===== src/rtl/msa_pkg.sv =====
package msa_pkg;
  localparam int NUM_PORTS = 2;
  localparam int PORT_A    = 0;
  localparam int PORT_B    = 1;

  typedef enum logic {
    TAG_A = 1'b0,
    TAG_B = 1'b1
  } ret_tag_e;
endpackage


===== src/rtl/msa_hold_slot.sv =====
module msa_hold_slot #(
  parameter int ADDR_W = 20,
  parameter int DATA_W = 8
) (
  input  logic              clk,
  input  logic              rst_n,
  input  logic              live_wr,
  input  logic              live_rd,
  input  logic [ADDR_W-1:0] live_addr,
  input  logic [DATA_W-1:0] live_wdata,
  input  logic              take,
  output logic              req,
  output logic              sel_wr,
  output logic              sel_rd,
  output logic [ADDR_W-1:0] sel_addr,
  output logic [DATA_W-1:0] sel_wdata
);
  logic              hold_v_q, hold_v_d;
  logic              hold_rd_q, hold_rd_d;
  logic [ADDR_W-1:0] hold_addr_q, hold_addr_d;
  logic [DATA_W-1:0] hold_wdata_q, hold_wdata_d;
  logic              live_any;
  logic              capture;
  logic              drain;
  logic              load_en;

  assign live_any = live_wr | live_rd;

  always_comb begin
    if (hold_v_q) begin
      sel_wr    = ~hold_rd_q;
      sel_rd    = hold_rd_q;
      sel_addr  = hold_addr_q;
      sel_wdata = hold_wdata_q;
    end else begin
      sel_wr    = live_wr;
      sel_rd    = live_rd;
      sel_addr  = live_addr;
      sel_wdata = live_wdata;
    end
    req = hold_v_q | live_any;
  end

  always_comb begin
    capture      = live_any & (~take | hold_v_q);
    drain        = take & hold_v_q;
    load_en      = capture;
    hold_v_d     = hold_v_q;
    hold_rd_d    = hold_rd_q;
    hold_addr_d  = hold_addr_q;
    hold_wdata_d = hold_wdata_q;
    if (drain) hold_v_d = 1'b0;
    if (load_en) begin
      hold_v_d     = 1'b1;
      hold_rd_d    = live_rd;
      hold_addr_d  = live_addr;
      hold_wdata_d = live_wdata;
    end
  end

  always_ff @(posedge clk or negedge rst_n) begin
    if (!rst_n) begin
      hold_v_q     <= 1'b0;
      hold_rd_q    <= 1'b0;
      hold_addr_q  <= '0;
      hold_wdata_q <= '0;
    end else begin
      hold_v_q <= hold_v_d;
      if (load_en) begin
        hold_rd_q    <= hold_rd_d;
        hold_addr_q  <= hold_addr_d;
        hold_wdata_q <= hold_wdata_d;
      end
    end
  end

  // A strobe must not arrive while this port's slot is full and not draining
  assert_hold_free_R6: assert property (@(posedge clk) disable iff (!rst_n)
    (live_any && hold_v_q) |-> take);

  // A requester never asks for a read and a write at once
  assert_live_kind_R8: assert property (@(posedge clk) disable iff (!rst_n)
    !(live_wr && live_rd));
endmodule


===== src/rtl/msa_pick.sv =====
module msa_pick (
  input  logic       busy,
  input  logic [1:0] req,
  output logic [1:0] take
);
  always_comb begin
    take = 2'b00;
    if (!busy) begin
      if (req[msa_pkg::PORT_A])      take[msa_pkg::PORT_A] = 1'b1;
      else if (req[msa_pkg::PORT_B]) take[msa_pkg::PORT_B] = 1'b1;
    end
  end
endmodule


===== src/rtl/msa_ret_pipe.sv =====
module msa_ret_pipe #(
  parameter int LAT = 2
) (
  input  logic              clk,
  input  logic              rst_n,
  input  logic              issue_rd,
  input  msa_pkg::ret_tag_e issue_tag,
  output logic              busy,
  output logic              ret_v,
  output msa_pkg::ret_tag_e ret_tag
);
  logic [LAT-1:0] v_q, v_d;
  logic [LAT-1:0] t_q, t_d;

  always_comb begin
    v_d[0] = issue_rd;
    t_d[0] = issue_tag;
    for (int i = 1; i < LAT; i++) begin
      v_d[i] = v_q[i-1];
      t_d[i] = t_q[i-1];
    end
  end

  always_ff @(posedge clk or negedge rst_n) begin
    if (!rst_n) begin
      v_q <= '0;
      t_q <= '0;
    end else begin
      v_q <= v_d;
      t_q <= t_d;
    end
  end

  assign busy    = |v_q;
  assign ret_v   = v_q[LAT-1];
  assign ret_tag = msa_pkg::ret_tag_e'(t_q[LAT-1]);

  // At most one read is ever in flight
  assert_one_in_flight_R6: assert property (@(posedge clk) disable iff (!rst_n)
    $onehot0(v_q));
endmodule


===== src/rtl/mem_share_arb.sv =====
module mem_share_arb #(
  parameter int ADDR_W = 20,
  parameter int DATA_W = 8,
  parameter int RD_LAT = 2
) (
  input  logic              clk,
  input  logic              rst_n,
  input  logic [ADDR_W-1:0] a_addr_i,
  input  logic [DATA_W-1:0] a_wdata_i,
  input  logic              a_wr_i,
  input  logic              a_rd_i,
  output logic [DATA_W-1:0] a_rdata_o,
  output logic              a_rvalid_o,
  input  logic [ADDR_W-1:0] b_addr_i,
  input  logic [DATA_W-1:0] b_wdata_i,
  input  logic              b_wr_i,
  input  logic              b_rd_i,
  output logic [DATA_W-1:0] b_rdata_o,
  output logic              b_rvalid_o,
  output logic [ADDR_W-1:0] mem_addr_o,
  output logic [DATA_W-1:0] mem_wdata_o,
  output logic              mem_wr_o,
  output logic              mem_rd_o,
  input  logic [DATA_W-1:0] mem_rdata_i
);
  import msa_pkg::*;

  localparam int NP = NUM_PORTS;

  logic [NP-1:0]     live_wr, live_rd, req, take, sel_wr, sel_rd;
  logic [ADDR_W-1:0] live_addr [NP];
  logic [DATA_W-1:0] live_wdata [NP];
  logic [ADDR_W-1:0] sel_addr [NP];
  logic [DATA_W-1:0] sel_wdata [NP];
  logic              busy, ret_v, issue_rd;
  ret_tag_e          ret_tag, issue_tag;

  assign live_wr    = {b_wr_i, a_wr_i};
  assign live_rd    = {b_rd_i, a_rd_i};
  assign live_addr[PORT_A]  = a_addr_i;
  assign live_addr[PORT_B]  = b_addr_i;
  assign live_wdata[PORT_A] = a_wdata_i;
  assign live_wdata[PORT_B] = b_wdata_i;

  for (genvar p = 0; p < NP; p++) begin : g_slot
    msa_hold_slot #(.ADDR_W(ADDR_W), .DATA_W(DATA_W)) u_slot (
      .clk        (clk),
      .rst_n      (rst_n),
      .live_wr    (live_wr[p]),
      .live_rd    (live_rd[p]),
      .live_addr  (live_addr[p]),
      .live_wdata (live_wdata[p]),
      .take       (take[p]),
      .req        (req[p]),
      .sel_wr     (sel_wr[p]),
      .sel_rd     (sel_rd[p]),
      .sel_addr   (sel_addr[p]),
      .sel_wdata  (sel_wdata[p])
    );
  end

  msa_pick u_pick (
    .busy (busy),
    .req  (req),
    .take (take)
  );

  always_comb begin
    if (take[PORT_B]) begin
      mem_addr_o  = sel_addr[PORT_B];
      mem_wdata_o = sel_wdata[PORT_B];
      mem_wr_o    = sel_wr[PORT_B];
      mem_rd_o    = sel_rd[PORT_B];
    end else begin
      mem_addr_o  = sel_addr[PORT_A];
      mem_wdata_o = sel_wdata[PORT_A];
      mem_wr_o    = take[PORT_A] & sel_wr[PORT_A];
      mem_rd_o    = take[PORT_A] & sel_rd[PORT_A];
    end
    issue_rd  = mem_rd_o;
    issue_tag = take[PORT_B] ? TAG_B : TAG_A;
  end

  msa_ret_pipe #(.LAT(RD_LAT)) u_ret (
    .clk       (clk),
    .rst_n     (rst_n),
    .issue_rd  (issue_rd),
    .issue_tag (issue_tag),
    .busy      (busy),
    .ret_v     (ret_v),
    .ret_tag   (ret_tag)
  );

  assign a_rdata_o  = mem_rdata_i;
  assign b_rdata_o  = mem_rdata_i;
  assign a_rvalid_o = ret_v & (ret_tag == TAG_A);
  assign b_rvalid_o = ret_v & (ret_tag == TAG_B);

  assert_one_kind_R8: assert property (@(posedge clk) disable iff (!rst_n)
    !(mem_wr_o && mem_rd_o));

  assert_single_return_R5: assert property (@(posedge clk) disable iff (!rst_n)
    $onehot0({a_rvalid_o, b_rvalid_o}));

  assert_quiet_after_read_R6: assert property (@(posedge clk) disable iff (!rst_n)
    mem_rd_o |=> !(mem_rd_o || mem_wr_o));

  assert_write_no_return_R7: assert property (@(posedge clk) disable iff (!rst_n)
    mem_wr_o |=> ##1 !(a_rvalid_o || b_rvalid_o));
endmodule


===== config.mk =====
export PLATFORM = sky130hd
export DESIGN_NAME = mem_share_arb
export DESIGN_NICKNAME = d
export VERILOG_FILES = /design/src/rtl/msa_pkg.sv /design/src/rtl/msa_hold_slot.sv /design/src/rtl/msa_pick.sv /design/src/rtl/msa_ret_pipe.sv /design/src/rtl/mem_share_arb.sv
export SDC_FILE = /design/constraint.sdc
export NUM_CORES = 1
export LEC_CHECK = 0
export BUFFER_PORTS_ARGS = -buffer_cell sky130_fd_sc_hd__buf_2
export CAP_MARGIN = 0
export CELL_PAD_IN_SITES_DETAIL_PLACEMENT = 1
export CELL_PAD_IN_SITES_GLOBAL_PLACEMENT = 1
export CORE_AREA = 3 3 118 120
export CTS_CLUSTER_DIAMETER = 40
export DETAILED_ROUTE_END_ITERATION = 7
export DIE_AREA = 0 0 121 123
export PLACE_DENSITY = 0.66
export REMOVE_ABC_BUFFERS = 1
export SETUP_SLACK_MARGIN = 0.4
export SLEW_MARGIN = 20
export SYNTH_ARGS = -nofsm -noshare
export SYNTH_HDL_FRONTEND = slang
export SYNTH_SLANG_ARGS = --single-unit

===== constraint.sdc =====
create_clock -name clk -period 2.17 [get_ports clk]
set_clock_uncertainty 0.15 [all_clocks]
set_input_delay 0.217 -clock clk [delete_from_list [all_inputs] [get_ports clk]]
set_output_delay 0.217 -clock clk [all_outputs]
set_load 0.02 [all_outputs]

* After elaboration in Yosys (flattened, before gate mapping) *
Index checks and enable logic that the tools add are counted.

cells by class
  add/subtract/negate cells = 0
  $mul = 0
  div/mod/pow operators = 0
  order comparisons = 0
  equality and inequality tests = 0
  shift-type cells = 0
  muxes and demuxes = 21
  bitwise operators = 19
  reductions and logical operators = 3

operators by type and width
  kind                number
  2-to-1 mux 20 bit   3
  2-to-1 mux 8 bit    3
  2-to-1 mux 1 bit    14
  bitwise AND 1 bit   8
  OR 1 bit            6
  inverter 1 bit      5
  nonzero test 2 bit  2
  2-to-1 mux 2 bit    1
  OR reduction 2 bit  1

word-level totals
  flip-flop bits (word level) = 64
  bits in latches = 0
  RAM bits = 0
  bits in read-only memories = 0
  bits of input ports = 70
  output and inout bits = 48
  word-level logic and storage cells = 53
  memories = 0

* Longest topological paths before layout *
Gate-level depths: netlist (run 1).

  depth after elaboration = 9
  mapped depth = 7
  mapped depth without buffers = 4

* Cells and area by module *
Synthesis (run 1) repeated with hierarchy kept, for this count alone.

unflattened totals
  cells, all modules = 273
  area, all modules = 4011.3 um^2

modules (own cells, without submodules)
  module         times used  cells each  area each (um^2)  seq. area each (um^2)
  msa_hold_slot  2           105         1626.6            750.7
  mem_share_arb  1           56          633.1             0.0
  msa_ret_pipe   1           5           106.4             100.1
  msa_pick       1           2           18.8              0.0

* Worst setup path after synthesis (run 1) *
No wires, ideal clock.

  path kind = reg-to-output
  start point = register g_slot[0].u_slot.hold_v_q
  end point = output mem_addr_o[10]
  arrival = 1.628 ns
  data required time = 1.803 ns
  path slack = 0.175 ns
  stages on the path, launching flop included = 6
  path buffers = 2
  cells stage by stage = dfrtp_1 -> buf_2 -> nor3_4 -> nand2_2 -> clkbuf_1 -> a221oi_1

on the way
  word-level cells in the longest chain between the ends = 4
  elaborated cells on any way between the ends = 5
  those cells by class = mux (4); bitwise (1)

ends and longest elaborated chain
  item                    RTL line             source
  from (decl)             msa_hold_slot.sv:18  logic hold_v_q, hold_v_d;
  from (signal assigned)  msa_hold_slot.sv:68  hold_v_q <= hold_v_d;
  OR 1 bit                msa_hold_slot.sv:41  req = hold_v_q | live_any;
  2-to-1 mux 1 bit        msa_pick.sv:9        if (req[msa_pkg::PORT_A]) take[msa_pkg::PORT_A] = 1'b1;
  2-to-1 mux 2 bit        msa_pick.sv:8        if (!busy) begin
  2-to-1 mux 20 bit *     mem_share_arb.sv:69  if (take[PORT_B]) begin
  to (decl)               mem_share_arb.sv:20  output logic [ADDR_W-1:0] mem_addr_o,

Mark *: on every way between the ends. The rest lies on a longest branch, timed or not.

* Worst setup path in the final report (run 1) *
  start point = register g_slot[0].u_slot.hold_v_q
  end point = output mem_addr_o[15]

Same word-level chain as after synthesis.

==> flow_metrics.env, run 1 <==
export IMPL_outcome="complete, but fails checks"
export IMPL_failed_checks="negative setup slack"
export IMPL_dpl_hpwl_mm=8.038
export IMPL_grt_pass1_vias=3847
export IMPL_wl_mm=15.00
export IMPL_portBuffers=93
export IMPL_synthArstFlopShare=1.000
export IMPL_layout_nets=579
export IMPL_path_max_fanout=12
export IMPL_ys_seq_area_frac=0.4148
export IMPL_whs_path_depth=2
export IMPL_numCtsBuffers=9
export IMPL_n_antenna_cell=0
export IMPL_critPathKind="flop to output pin"
export IMPL_initial_core_util=0.2951
export IMPL_setup_violations=56
export IMPL_avgSynthCellArea_um2=10.61
export IMPL_critPathMaxStageDelay_ns=0.41
export IMPL_drive_above_1_share=0.5973
export IMPL_wl_per_cell_um=21.73
export IMPL_synth_cell_types=30
export IMPL_drt_initial_drc_count=211
export IMPL_syn_area_um2=3861
export IMPL_power_leakage_uw=0.002707
export IMPL_cts_htree_levels=3
export IMPL_synth_edf_count=0
export IMPL_crit_slowest_cell="dfrtp_2"
export IMPL_post_place_cells=605
export IMPL_grt_pass1_wl_mm=20.93
export IMPL_max_clock_freq_ghz=0.4298
export IMPL_final_hold_viol_count=0
export IMPL_tightest_slew_ns=0.6020
export IMPL_slew_headroom=0.5987
export IMPL_cp_data_required_time_ns=1.80
export IMPL_hold_class="input port to flop"
export IMPL_grt_overflow_total=0
export IMPL_finalPower_uw=6906
export IMPL_clk_transition_reported_paths_ns=0.06
export IMPL_area_growth_pct=67.17
export IMPL_clk_path_buf_depth=2
export IMPL_antenna_found_initial=0
export IMPL_peakVddDrop_mv=0.4339
export IMPL_power_density_nw_per_um2=1070
export IMPL_final_common_cell="buf_2"
export IMPL_clk_latency_ns=0.33
export IMPL_vias=3652
export IMPL_ys_flop_type="dfrtp_1"
export IMPL_maxCapViolations=0
export IMPL_slew_viol_final=0
export IMPL_cp_end_kind="output pin"
export IMPL_fp_coreArea_um2=13090
export IMPL_path_cells="buf_6 > buf_16 > mux2i_2 > nand2_1 > a21oi_2 > a211oi_2 > buf_4"
export IMPL_detail_route_antenna_nets=0
export IMPL_ys_ff_latch=64
export IMPL_cts_tree="done"
export IMPL_io_pins=118
export IMPL_ff2ff_path_depth=8
export IMPL_yosysWarnings=0
export IMPL_die_area_um2=14880
export IMPL_cts_root_buffer="clkbuf_16"
export IMPL_arrival_ns=1.96
export IMPL_stdcell_count=690
export IMPL_finalCritPeriodShare=1.072
export IMPL_grt_use_total=0.1806
export IMPL_period_needed_ns=2.327
export IMPL_drtPass1Iterations=4
export IMPL_syn_inst=364
export IMPL_critPathLaunchType="flop"
export IMPL_rows=42
export IMPL_final_cell_mix="buf_2 (68), dfrtp_1 (62), mux2_4 (56)"
export IMPL_fp_dieH_um=123
export IMPL_gp_congestion=0.7723
export IMPL_grt_max_degree=37
export IMPL_routed_via_density=5.293
export IMPL_clock_sinks=64
export IMPL_drc=0
export IMPL_setup_slack_ns=-0.1568
export IMPL_grt_setup_unrepaired="true"
export IMPL_fp_dieW_um=121
[layer usage]
| layer | up-vias | track usage | part of all wire |
|---|---|---|---|
| met5 | - | 0 | 0 |
| met1 | 1869 | 0.2353 | 0.43 |
| met4 | 0 | 0.05807 | 0.016 |
| met3 | 19 | 0.03934 | 0.056 |
| met2 | 131 | 0.2998 | 0.49 |
| li1 | 1633 | - | - |
[cell families after synthesis]
logic type | Yosys count | synth area share
AOI/OAI and AO/OA | 64 | 0.1066
adders and majority gates | 2 | 0.005185
buffers and inverters | 51 | 0.08069
DFF | 64 | 0.4148
muxes | 87 | 0.2440
and+or+nand+nor | 96 | 0.1487
[final timing paths]
check / from / end / slack, ns
max in group asynchronous: rst_n / g_slot[1].u_slot.hold_addr_q[9] / 1.10
setup reg to reg: u_ret.v_q[1] / g_slot[1].u_slot.hold_addr_q[0] / -0.08
setup / recovery: g_slot[0].u_slot.hold_v_q / mem_addr_o[15] / -0.16
hold / removal: b_addr_i[14] / g_slot[1].u_slot.hold_addr_q[14] / 0.009
min in group asynchronous: rst_n / g_slot[0].u_slot.hold_addr_q[13] / 0.22
hold reg to reg: u_ret.t_q[0] / u_ret.t_q[1] / 0.20
[cells in the mapped netlist, types with 2 or more instances]
cell | instances | area (um^2)
nand2_1 | 30 | 112.6
buf_6 | 4 | 45.04
inv_1 | 3 | 11.26
a211oi_1 | 27 | 202.7
nand4b_1 | 27 | 236.5
maj3_1 | 2 | 20.02
buf_2 | 6 | 30.03
buf_1 | 3 | 11.26
mux2_2 | 35 | 394.1
a21oi_1 | 29 | 145.1
or2_4 | 2 | 17.52
nor3_1 | 28 | 140.1
dfrtp_1 | 64 | 1602
o21ai_0 | 2 | 10.01
mux2_1 | 22 | 247.7
clkbuf_1 | 13 | 48.80
o22ai_1 | 2 | 12.51
buf_4 | 22 | 165.2
mux2i_1 | 30 | 300.3
nor2_1 | 3 | 11.26
[power breakdown]
| part | switching, uW | internal, uW |
|---|---|---|
| clock | 559 | 948 |
| combinational | 1810 | 1950 |
| sequential | 205 | 1430 |
[final cells by class]
type	count	area [um^2]
Timing Repair Buffer	179	1515
Tap cell	176	220.2
Clock inverter	5	55.05
Multi-Input combinational cell	252	2793
Fill cell	1369	6630
Inverter	3	15.01
Clock buffer	11	252.7
Sequential cell	64	1604
[critical path, delay by kind of cell (launching register included)]
family,cells,cell delay (ns)
flops,1,0.41
mux,1,0.32
simple gates,1,0.12
buf+inv,3,0.51
compound gates,2,0.25
[flip-flops by register name, summed over array words and instances, names as in the netlist]
register	cells
g_slot.u_slot.hold_addr_q	40
g_slot.u_slot.hold_rd_q	2
g_slot.u_slot.hold_v_q	2
g_slot.u_slot.hold_wdata_q	16
u_ret.t_q	2
u_ret.v_q	2
[per-stage QoR]
step / hold WS (ns) / util / setup TNS, ns / setup WS, ns / area [um^2]
after floorplan: -0.2286 / - / -68.51 / -1.395 / 3561
after global placement: 0.02867 / 0.3409 / 0 / 0.1319 / 4461
after detailed placement: 0.03525 / 0.3409 / 0 / 0.08666 / 4461
after CTS: 0.001043 / 0.4396 / -1.351 / -0.06376 / 5752
after global routing: 0.01180 / 0.4933 / -8.933 / -0.2268 / 6455
final: 0.009130 / 0.4933 / -3.962 / -0.1568 / 6455
[timing repair]
action                                  CTS  global route
hold buffers                             50             0
buffers inserted                          7             6
endpoints found under the setup margin   71            88
gates cloned                              4             2
resized for setup                        84           144
pin swaps                                17            11
hold endpoints to repair                 77             0
Note: power is estimated with default switching activity, not from simulation.
==> run 2: changes to the inputs <==
--- a/config.mk
+++ b/config.mk
@@ -9,14 +9,15 @@
 export CAP_MARGIN = 0
 export CELL_PAD_IN_SITES_DETAIL_PLACEMENT = 1
 export CELL_PAD_IN_SITES_GLOBAL_PLACEMENT = 1
-export CORE_AREA = 3 3 118 120
+export CORE_AREA = 3 3 115 128
 export CTS_CLUSTER_DIAMETER = 40
 export DETAILED_ROUTE_END_ITERATION = 7
-export DIE_AREA = 0 0 121 123
-export PLACE_DENSITY = 0.66
+export DIE_AREA = 0 0 118 131
+export PLACE_DENSITY = 0.63
 export REMOVE_ABC_BUFFERS = 1
 export SETUP_SLACK_MARGIN = 0.4
 export SLEW_MARGIN = 20
 export SYNTH_ARGS = -nofsm -noshare
 export SYNTH_HDL_FRONTEND = slang
+export SYNTH_HIERARCHICAL = 1
 export SYNTH_SLANG_ARGS = --single-unit
==> run 2 against run 1 <==
- first-iteration DRC count down 76%
- cell area down 8.0%
- the flow still finishes with violations (negative setup slack)
- area after synthesis rose by 3.9%
- count of clock-buffer cells in the layout shrank 2
- largest power group unchanged
- worst setup slack got worse by 0.16 ns
- synthesized cell count decreased by 25%
- sequential cell count stayed put
- total power shrank 11%
- combinational power shrank 19%
- sequential share of layout area increased by 2.2 points
==> flow_metrics.env, run 2 <==
export IMPL_reg_top3="g_slot.u_slot/hold_addr_q (40), g_slot.u_slot/hold_wdata_q (16)"
export IMPL_yosysWarnings=6
export IMPL_yosysMostFrequentCell="mux2_2"
export IMPL_portBuffers=93
export IMPL_drt_initial_drc_count=50
export IMPL_grt_setup_unrepaired="true"
export IMPL_clk_transition_reported_paths_ns=0.06
export IMPL_io_pins=118
export IMPL_numCtsBuffers=9
export IMPL_avgSynthCellArea_um2=14.69
export IMPL_drtPass1Iterations=4
export IMPL_tightest_slew_ns=0.6211
export IMPL_final_hold_viol_count=0
export IMPL_initial_core_util=0.2932
export IMPL_gp_congestion=0.6706
export IMPL_period_needed_ns=2.483
export IMPL_area_growth_pct=48.04
export IMPL_failed_checks="negative setup slack"
export IMPL_fp_dieW_um=118
export IMPL_final_common_cell="mux2_2"
export IMPL_vias=2776
export IMPL_cts_htree_levels=3
export IMPL_critPathKind="flop to output pin"
export IMPL_drc=0
export IMPL_maxCapViolations=0
export IMPL_fp_dieH_um=131
export IMPL_max_clock_freq_ghz=0.4027
export IMPL_synth_cell_types=21
export IMPL_critPathLaunchType="flop"
export IMPL_clock_sinks=64
export IMPL_ys_flop_type="dfrtp_1"
export IMPL_outcome="complete, but fails checks"
export IMPL_ys_ff_latch=64
export IMPL_power_density_nw_per_um2=1036
export IMPL_synthArstFlopShare=1.000
export IMPL_wl_per_cell_um=17.51
export IMPL_fp_coreArea_um2=13680
export IMPL_setup_violations=58
export IMPL_clk_latency_ns=0.33
export IMPL_cp_data_required_time_ns=1.80
export IMPL_synth_area_top_cells="dfrtp_1 (40%), mux2_4 (25%), mux2_2 (21%)"
export IMPL_grt_max_degree=34
export IMPL_arrival_ns=2.12
export IMPL_final_cell_mix="mux2_2 (75), buf_2 (71), mux2_4 (67)"
export IMPL_path_max_fanout=8
export IMPL_largest_register_ffs=40
export IMPL_power_leakage_uw=0.002768
export IMPL_rows=45
export IMPL_cts_tree="done"
export IMPL_slew_headroom=0.5859
export IMPL_wl_mm=10.94
export IMPL_syn_inst=273
export IMPL_grt_pass1_vias=3230
export IMPL_drive_above_1_share=0.6796
export IMPL_finalCritPeriodShare=1.144
export IMPL_synth_commonest_cells="mux2_2 (76), mux2_4 (66), dfrtp_1 (64), buf_4 (16), nand2_1 (8)"
export IMPL_die_area_um2=15460
export IMPL_antenna_found_initial=0
export IMPL_routed_via_density=4.442
export IMPL_setup_slack_ns=-0.3133
export IMPL_r2r_slack_ns=-0.26
export IMPL_cts_root_buffer="clkbuf_16"
export IMPL_dpl_hpwl_mm=6.673
export IMPL_finalPower_uw=6152
export IMPL_synth_edf_count=0
export IMPL_ys_seq_area_frac=0.3993
export IMPL_grt_use_total=0.1458
export IMPL_layout_nets=502
export IMPL_slew_viol_final=0
export IMPL_n_antenna_cell=0
export IMPL_peakVddDrop_mv=0.3864
export IMPL_top_register="g_slot.u_slot/hold_addr_q"
export IMPL_whs_ns=0.1222
export IMPL_clk_path_buf_depth=2
export IMPL_synth_top_area_share=0.3993
export IMPL_grt_pass1_wl_mm=17.35
export IMPL_hold_class="input port to flop"
export IMPL_synth_top_cell_by_area="dfrtp_1"
export IMPL_cp_end_kind="output pin"
export IMPL_detail_route_antenna_nets=0
export IMPL_syn_area_um2=4011
export IMPL_grt_overflow_total=0
## run 2: changes by cell type after synthesis, sizes merged, moves of 3 or more
cell	previous run	this run
a21oi	29	2
nor3	29	0
nand4b	27	0
mux2	57	142
nand2	32	8
nor2	3	6
a211oi	27	0
clkbuf	13	0
mux2i	30	0
nor2b	1	4
inv	3	0
## run 2: critical path: stages (launching register included)
cell     delay (ns)
dfrtp_2        0.40
or3_4          0.38
nor3b_4        0.26
buf_12         0.16
buf_12         0.13
mux2_4         0.31
buf_6          0.13
## run 2: per-stage QoR
step / TNS (ns) / instances / setup slack (ns) / utilization / instance area [um^2]
finish: -15.27 / 625 / -0.3133 / 0.4340 / 5938
global route: -20.39 / 625 / -0.4045 / 0.4340 / 5938
CTS: -16.63 / 623 / -0.3466 / 0.4320 / 5911
detailed placement: -2.105 / 538 / -0.08506 / 0.3385 / 4631
global placement: -0.4017 / 538 / -0.04218 / 0.3385 / 4631
floorplan: -141.05 / 239 / -2.438 / - / 3674
## run 2: path summary, 6_finish.rpt
check                                           from  cells after the start                          endpoint
min in group asynchronous                      rst_n                      2                      u_ret/t_q[0]
min reg2reg                             u_ret/t_q[0]                      0                      u_ret/t_q[1]
min                                           a_rd_i                      3        g_slot[0].u_slot/hold_rd_q
max in group asynchronous                      rst_n                      3  g_slot[1].u_slot/hold_addr_q[18]
max                        g_slot[0].u_slot/hold_v_q                      6                    mem_addr_o[15]
max reg2reg                g_slot[0].u_slot/hold_v_q                     10   g_slot[1].u_slot/hold_addr_q[4]
## run 2: cell families (layout without fill, tap and decap cells)
group	Yosys count	after routing	synth area share
and+or+nand+nor	25	25	0.04305
DFF	64	64	0.3993
muxes	142	142	0.4604
AOI/OAI and AO/OA	8	8	0.01310
buffers and inverters	34	198	0.08422
## run 2: repair_timing
item                                   CTS  global route
setup buffers                            7             2
hold buffers                            57             0
setup endpoints to repair               88            89
pin swaps                                4             0
resized for setup                       58             4
cloned                                   5             0
endpoints found under the hold margin   77             0
## run 2: layer usage
| metal | track usage | wire length (um) | vias to the layer above |
|---|---|---|---|
| met1 | 0.1741 | 4702 | 1412 |
| met2 | 0.2554 | 5622 | 75 |
| met3 | 0.03573 | 444 | 11 |
| met5 | 0 | 0 | - |
| li1 | - | - | 1278 |
| met4 | 0.05793 | 173 | 0 |
## run 2: final cells by class
type | instances | area (um^2)
clock inverter | 7 | 96.34
tap | 188 | 235.2
sequential | 64 | 1604
clock buffer | 9 | 225.2
multi-input combinational | 175 | 2098
fill | 1420 | 7744
timing repair buffer | 182 | 1679
## run 2: power by group
part | switching (uW) | internal (uW) | total, uW | leakage [uW]
sequential | 119 | 1430 | 1550 | 0.000745
combinational | 1270 | 1780 | 3050 | 0.00187
clock | 556 | 1000 | 1560 | 0.000148
total | 1940 | 4210 | 6150 | 0.00277
